[src/rtl/io_cyc_pkg.sv]
// Shared types for the I/O bus cycle generator.
// Assumes: one cycle in flight at a time.
package io_cyc_pkg;
    typedef enum logic [2:0] {
        ST_IDLE = 3'd0,
        ST_T1   = 3'd1,
        ST_T2   = 3'd2,
        ST_TW   = 3'd3,
        ST_TWX  = 3'd4,
        ST_T3   = 3'd5
    } io_state_t;

    typedef enum logic {
        FORM_IMM = 1'b0,
        FORM_REG = 1'b1
    } io_form_t;
endpackage

[src/rtl/io_addr_gen.sv]
// Forms the 16-bit port address from the instruction form.
// Assumes: register pair form is also used by block transfers.
module io_addr_gen
    import io_cyc_pkg::*;
#(
    parameter int DATA_W = 8,
    localparam int ADDR_W = 2 * DATA_W
) (
    input  logic              form,
    input  logic [DATA_W-1:0] acc,
    input  logic [DATA_W-1:0] imm_port,
    input  logic [DATA_W-1:0] reg_b,
    input  logic [DATA_W-1:0] reg_c,
    output logic [ADDR_W-1:0] addr
);
    // Select the high and low address bytes by form.
    always_comb begin
        if (io_form_t'(form) == FORM_REG) addr = {reg_b, reg_c};
        else                              addr = {acc, imm_port};
    end
endmodule

[src/rtl/io_seq.sv]
// Cycle sequencer: T1, T2, automatic TW, external TW*, T3.
// Assumes: wait_n is synchronous to clk; strobes are active low.
module io_seq
    import io_cyc_pkg::*;
#(
    parameter int DATA_W = 8,
    localparam int ADDR_W = 2 * DATA_W
) (
    input  logic              clk,
    input  logic              rst_n,
    input  logic              start,
    input  logic              wr_in,
    input  logic [ADDR_W-1:0] addr_in,
    input  logic [DATA_W-1:0] wdata_in,
    input  logic              wait_n,
    input  logic [DATA_W-1:0] data_in,
    output logic              ready,
    output logic [ADDR_W-1:0] addr,
    output logic              iorq_n,
    output logic              rd_n,
    output logic              wr_n,
    output logic [DATA_W-1:0] data_out,
    output logic              data_oe,
    output logic [DATA_W-1:0] rd_data,
    output logic              done
);
    io_state_t         state, state_nx;
    logic              wr_q;
    logic [ADDR_W-1:0] addr_q;
    logic [DATA_W-1:0] wd_q, rd_q;
    logic              active, in_cyc, last_wait;

    // Next-state selection.
    always_comb begin
        state_nx = state;
        unique case (state)
            ST_IDLE: if (start) state_nx = ST_T1;
            ST_T1:   state_nx = ST_T2;
            ST_T2:   state_nx = ST_TW;
            ST_TW,
            ST_TWX:  state_nx = wait_n ? ST_T3 : ST_TWX;
            ST_T3:   state_nx = ST_IDLE;
            default: state_nx = ST_IDLE;
        endcase
    end

    // A wait state that ends now with wait_n high is the last one.
    assign last_wait = ((state == ST_TW) || (state == ST_TWX)) && wait_n;

    // State, request capture and read-data latch.
    always_ff @(posedge clk) begin
        if (!rst_n) begin
            state  <= ST_IDLE;
            wr_q   <= 1'b0;
            addr_q <= '0;
            wd_q   <= '0;
            rd_q   <= '0;
        end else begin
            state <= state_nx;
            if (state == ST_IDLE && start) begin
                wr_q   <= wr_in;
                addr_q <= addr_in;
                wd_q   <= wdata_in;
            end
            if (last_wait && !wr_q) rd_q <= data_in;
        end
    end

    // Bus outputs decoded from the current phase.
    assign in_cyc   = (state != ST_IDLE);
    assign active   = (state == ST_T2) || (state == ST_TW) ||
                      (state == ST_TWX) || (state == ST_T3);
    assign iorq_n   = !active;
    assign rd_n     = !(active && !wr_q);
    assign wr_n     = !(active && wr_q);
    assign data_oe  = in_cyc && wr_q;
    assign data_out = wd_q;
    assign addr     = addr_q;
    assign rd_data  = rd_q;
    assign done     = (state == ST_T3);
    assign ready    = (state == ST_IDLE);

    assert_auto_wait_R5: assert property (@(posedge clk) disable iff (!rst_n)
        (state == ST_T2) |=> (state == ST_TW));
    assert_ext_wait_R6: assert property (@(posedge clk) disable iff (!rst_n)
        ((state == ST_TW || state == ST_TWX) && !wait_n) |=> (state == ST_TWX));
    assert_addr_hold_R3: assert property (@(posedge clk) disable iff (!rst_n)
        (in_cyc && $past(state) != ST_IDLE) |-> $stable(addr_q));
    assert_done_pulse_R9: assert property (@(posedge clk) disable iff (!rst_n)
        done |=> !done);
    assert_rd_hold_R8: assert property (@(posedge clk) disable iff (!rst_n)
        (state == ST_T3) |=> $stable(rd_q));
    assert_strobe_excl_R4: assert property (@(posedge clk) disable iff (!rst_n)
        !(!rd_n && !wr_n));
endmodule

[src/rtl/io_port_dec.sv]
// Port decoder for attached peripherals; FULL_DECODE picks 16-bit
// or low-byte match. Assumes selects are valid only while iorq_n is low.
module io_port_dec #(
    parameter int          DATA_W      = 8,
    parameter int          NUM_PORTS   = 4,
    parameter bit          FULL_DECODE = 1'b0,
    parameter logic [15:0] PORT_BASE   = 16'h12F0,
    localparam int         ADDR_W      = 2 * DATA_W
) (
    input  logic                 clk,
    input  logic                 rst_n,
    input  logic [ADDR_W-1:0]    addr,
    input  logic                 iorq_n,
    output logic [NUM_PORTS-1:0] port_sel,
    output logic [DATA_W-1:0]    sub_fn
);
    for (genvar i = 0; i < NUM_PORTS; i++) begin : g_port
        if (FULL_DECODE) begin : g_full
            // Whole address must match the port.
            assign port_sel[i] = !iorq_n && (addr == ADDR_W'(PORT_BASE + 16'(i)));
        end else begin : g_low
            // Only the low byte selects the port.
            assign port_sel[i] = !iorq_n &&
                (addr[DATA_W-1:0] == DATA_W'(PORT_BASE[DATA_W-1:0] + DATA_W'(i)));
        end
    end

    if (FULL_DECODE) begin : g_sub_full
        assign sub_fn = '0;
    end else begin : g_sub_low
        assign sub_fn = addr[ADDR_W-1:DATA_W];
    end

    assert_sel_onehot_R10: assert property (@(posedge clk) disable iff (!rst_n)
        $onehot0(port_sel));
    assert_sel_needs_iorq_R11: assert property (@(posedge clk) disable iff (!rst_n)
        iorq_n |-> (port_sel == '0));
endmodule

[src/rtl/io_bus_cycle.sv]
// Top: I/O port bus cycle generator with address forming, sequencer
// and peripheral port decoder. Assumes requests are presented in idle.
module io_bus_cycle #(
    parameter int          DATA_W      = 8,
    parameter int          NUM_PORTS   = 4,
    parameter bit          FULL_DECODE = 1'b0,
    parameter logic [15:0] PORT_BASE   = 16'h12F0
) (
    input  logic                 clk,
    input  logic                 rst_n,
    input  logic                 req_valid,
    input  logic                 req_form,
    input  logic                 req_write,
    input  logic [DATA_W-1:0]    acc,
    input  logic [DATA_W-1:0]    imm_port,
    input  logic [DATA_W-1:0]    reg_b,
    input  logic [DATA_W-1:0]    reg_c,
    input  logic [DATA_W-1:0]    wr_data,
    input  logic                 wait_n,
    input  logic [DATA_W-1:0]    data_in,
    output logic                 req_ready,
    output logic [2*DATA_W-1:0]  io_addr,
    output logic                 iorq_n,
    output logic                 rd_n,
    output logic                 wr_n,
    output logic [DATA_W-1:0]    data_out,
    output logic                 data_oe,
    output logic [DATA_W-1:0]    rd_data,
    output logic                 done,
    output logic [NUM_PORTS-1:0] port_sel,
    output logic [DATA_W-1:0]    sub_fn
);
    localparam int ADDR_W = 2 * DATA_W;

    logic [ADDR_W-1:0] req_addr;

    io_addr_gen #(.DATA_W(DATA_W)) u_agen (
        .form(req_form), .acc(acc), .imm_port(imm_port),
        .reg_b(reg_b), .reg_c(reg_c), .addr(req_addr)
    );

    io_seq #(.DATA_W(DATA_W)) u_seq (
        .clk(clk), .rst_n(rst_n), .start(req_valid), .wr_in(req_write),
        .addr_in(req_addr), .wdata_in(wr_data), .wait_n(wait_n),
        .data_in(data_in), .ready(req_ready), .addr(io_addr),
        .iorq_n(iorq_n), .rd_n(rd_n), .wr_n(wr_n), .data_out(data_out),
        .data_oe(data_oe), .rd_data(rd_data), .done(done)
    );

    io_port_dec #(
        .DATA_W(DATA_W), .NUM_PORTS(NUM_PORTS),
        .FULL_DECODE(FULL_DECODE), .PORT_BASE(PORT_BASE)
    ) u_dec (
        .clk(clk), .rst_n(rst_n), .addr(io_addr), .iorq_n(iorq_n),
        .port_sel(port_sel), .sub_fn(sub_fn)
    );
endmodule

[config.mk]
export PLATFORM = sky130hd
export DESIGN_NAME = io_bus_cycle
export DESIGN_NICKNAME = d
export VERILOG_FILES = /design/src/rtl/io_cyc_pkg.sv /design/src/rtl/io_addr_gen.sv /design/src/rtl/io_seq.sv /design/src/rtl/io_port_dec.sv /design/src/rtl/io_bus_cycle.sv
export SDC_FILE = /design/constraint.sdc
export NUM_CORES = 1
export LEC_CHECK = 0
export ABC_AREA = 1
export BUFFER_PORTS_ARGS = -buffer_cell sky130_fd_sc_hd__buf_2
export CAP_MARGIN = 20
export CORE_UTILIZATION = 40
export DETAILED_ROUTE_END_ITERATION = 8
export PLACE_DENSITY_LB_ADDON = 0.3
export SLEW_MARGIN = 25
export SYNTH_ARGS = -nofsm -noshare
export SYNTH_HDL_FRONTEND = slang
export SYNTH_SLANG_ARGS = --single-unit
[constraint.sdc]
create_clock -name clk -period 1.41 [get_ports clk]
set_clock_uncertainty 0.2 [all_clocks]
set_input_delay 0.141 -clock clk [delete_from_list [all_inputs] [get_ports clk]]
set_output_delay 0.141 -clock clk [all_outputs]
set_load 0.01 [all_outputs]
==> results_dict.tcl <==
set metrics [dict create \
    grt_pass1_vias 1990 \
    ir_drop_mv 0.6860 \
    final_nets 469 \
    start_kind "flop" \
    multi_input_area_um2 957.2 \
    syn_nets 337 \
    slew_violations 0 \
    ys_types 22 \
    power_mw 4.191 \
    slew_headroom_pct 80.84 \
    cp.required_ns 1.07 \
    ys_ff_latch 36 \
    hold_ws_ns -0.008354 \
    regArea_um2 730.7 \
    period_needed_ns 1.740 \
    overflow 0 \
    wl_per_cell_um 11.07 \
    hold_path_class "in2reg" \
    dp.cells 428 \
    dpl-instance-area_um2 2437 \
    period_share_pct 123.4 \
    num_rows 24 \
    fin_cells 467 \
    cts-root-buf "clkbuf_8" \
    critPathKind "reg2out" \
    p_leak_nw 1.600 \
    place_congestion 0.7650 \
    status "finished, violations left" \
    drtIter0Drc 65 \
    dieHeight_um 70.34 \
    initial_core_util_pct 42.32 \
    finish.utilization_pct 68.42 \
    viasPerCell 4.493 \
    rsz0062_at_grt "yes" \
    vias 2098 \
    htree_num_levels 2 \
    routed_wirelength_um 5168 \
    crit_arrival_ns 1.40 \
    drive_above_1_share_pct 47.71 \
    num_io_pins 104 \
    hold_viol 3 \
    cts_tree "done" \
    postSynthAreaPerCell_um2 6.624 \
    grt_max_degree 20 \
    setup_viol 44 \
    dp_hpwl_um 3310 \
    drc 0 \
    antenna_found_initial 0 \
    cts_max_path_buffers 2 \
    cp-end-kind "output pin" \
    crit_fanout 4 \
    drv_cap 0 \
    cts_buffers 5 \
    ant_nets 0 \
    finalInstanceArea_um2 3020 \
    num-fill-cells 404 \
    ys.flop_type "dfxtp_1" \
    fin_tns_setup_ns -3.554 \
    port-buffer-count 103 \
    syn_inst 282 \
    clk_pin_slew_ns 0.07 \
    synth-edff-count 0 \
    dr.pass1.iters 4 \
    diodes 0 \
    postSynth.asyncResetShare_pct 0 \
    seq_area_frac_synth_pct 38.58 \
    synth_area_um2 1868 \
    cts.sinks 36 \
    p_per_area_nw_per_um2 1387 \
    fin_ws_ns -0.3299 \
    die_area_um2 4948 \
    ys_warn_count 0 \
    fmax_ghz 0.5748 \
    core_area_um2 4414 \
    area_growth_syn_to_layout_pct 61.69 \
    grt_usage_pct 21.97 \
    worst_pin_slew_ns 0.2852 \
    die_width_um 70.34 \
    clock_latency_ns 0.28 \
    grt_pass1_wl_um 8735 \
    violations "negative hold slack, negative setup slack" \
]
## logic make-up (layout without fill, tap and decap cells)
group                      count (synthesis)  after routing  synth area share, %
AOI/OAI and AO/OA                         43             43                11.52
buffers and inverters                     74            207                18.55
and+or+nand+nor                          128            128                30.68
adders and majority gates                  1              1               0.6697
DFF                                       36             36                38.58
## layout by cell type (no fill, tap or decap)
| cell type | instances |
|---|---|
| buf_2 | 102 |
| inv_1 | 44 |
| nor2_1 | 42 |
| nand2_1 | 36 |
| dfxtp_1 | 30 |
| nor2_2 | 21 |
| o21ai_0 | 20 |
| dlygate4sd3_1 | 20 |
| o21ai_1 | 12 |
| buf_4 | 12 |
| o21ai_2 | 11 |
| nand4_1 | 8 |
| clkbuf_8 | 6 |
| inv_2 | 5 |
| nand2_2 | 5 |
| buf_8 | 5 |
| buf_6 | 5 |
| dfxtp_2 | 5 |
| nor2_4 | 3 |
| nand2_4 | 3 |
| inv_4 | 3 |
| nor3_2 | 3 |
| nand3_2 | 2 |
| inv_8 | 2 |
| nor3_1 | 2 |
| clkbuf_1 | 2 |
| nand3_1 | 1 |
| nand3_4 | 1 |
| nor2_8 | 1 |
| ha_4 | 1 |
| buf_12 | 1 |
| dfxtp_4 | 1 |
## power breakdown
part           leakage [nW]  internal, mW  total [mW]  switching (mW)
sequential            0.299          1.25        1.45           0.197
clock                0.0455         0.398       0.750           0.351
combinational          1.26         0.929        1.99            1.06
## area by class of cell
type                            instances  area share, %
Timing Repair Buffer                  145          31.52
Inverter                               52          6.877
Tap cell                               52          2.154
Multi-Input combinational cell        172          31.69
Sequential cell                        36          24.19
Timing Repair inverter                  2         0.5799
Clock buffer                            8          2.983
## routing by layer
| layer | routed length (µm) | vias to the layer above | share of wire (%) | GRT usage, % |
|---|---|---|---|---|
| li1 | - | 1111 | - | - |
| met1 | 2263 | 913 | 44 | 26.92 |
| met2 | 2615 | 68 | 51 | 39.05 |
| met3 | 249 | 6 | 4.8 | 5.195 |
| met4 | 40 | 0 | 0.77 | 4.000 |
| met5 | 0 | - | 0 | 0 |
## sequential cells by signal, indices dropped and copies added, names as in the netlist
register / count
u_seq.addr: 16
u_seq.state: 3
u_seq.rd_data: 8
u_seq.wr_q: 1
u_seq.data_out: 8
## stage by stage
step	hold slack, ns	setup WS [ns]
after floorplan	0.06920	-0.001456
after global placement	0.1649	-0.05853
after detailed placement	0.1711	-0.08924
after CTS	0.001138	-0.3562
after global routing	0.01933	-0.3826
final	-0.008354	-0.3299
## synthesized netlist by cell type (4+ instances only)
| library cell | count | area [µm²] |
|---|---|---|
| buf_4 | 9 | 67.56 |
| buf_6 | 4 | 45.04 |
| clkbuf_1 | 5 | 18.77 |
| dfxtp_1 | 36 | 720.7 |
| inv_1 | 50 | 187.7 |
| nand2_1 | 43 | 161.4 |
| nand4_1 | 8 | 50.05 |
| nor2_1 | 55 | 206.5 |
| nor2_2 | 10 | 62.56 |
| nor3_1 | 5 | 25.02 |
| o21ai_0 | 23 | 115.1 |
| o21ai_1 | 20 | 100.1 |
## critical path: stages (launching register included)
cell     delay, ns
dfxtp_4       0.36
inv_4         0.04
ha_4          0.27
inv_4         0.05
nor2_4        0.07
nand3_2       0.09
nor2_2        0.11
buf_2         0.13
## timing repair
item,CTS,global route
gates cloned,5,0
hold buffers,20,0
gates resized for setup,37,36
endpoints found under the setup margin,44,45
buffers inserted,7,1
hold endpoints to repair,20,0
pin swaps,12,32
## path summary, 6_finish.rpt
check                                                    start                        endpoint  slack [ns]  cells after the start
worst min register to register  u_seq.data_out[0]$_SDFFE_PN0P_  u_seq.data_out[0]$_SDFFE_PN0P_        0.30                      2
worst max-delay path               u_seq.state[1]$_SDFFE_PN0P_                     port_sel[2]       -0.33                      7
worst max register to register     u_seq.state[1]$_SDFFE_PN0P_  u_seq.data_out[2]$_SDFFE_PN0P_       -0.10                      8
worst min-delay path                                data_in[3]   u_seq.rd_data[3]$_SDFFE_PN0P_      -0.008                      5
No activity file was read; power rests on OpenSTA's default activity.
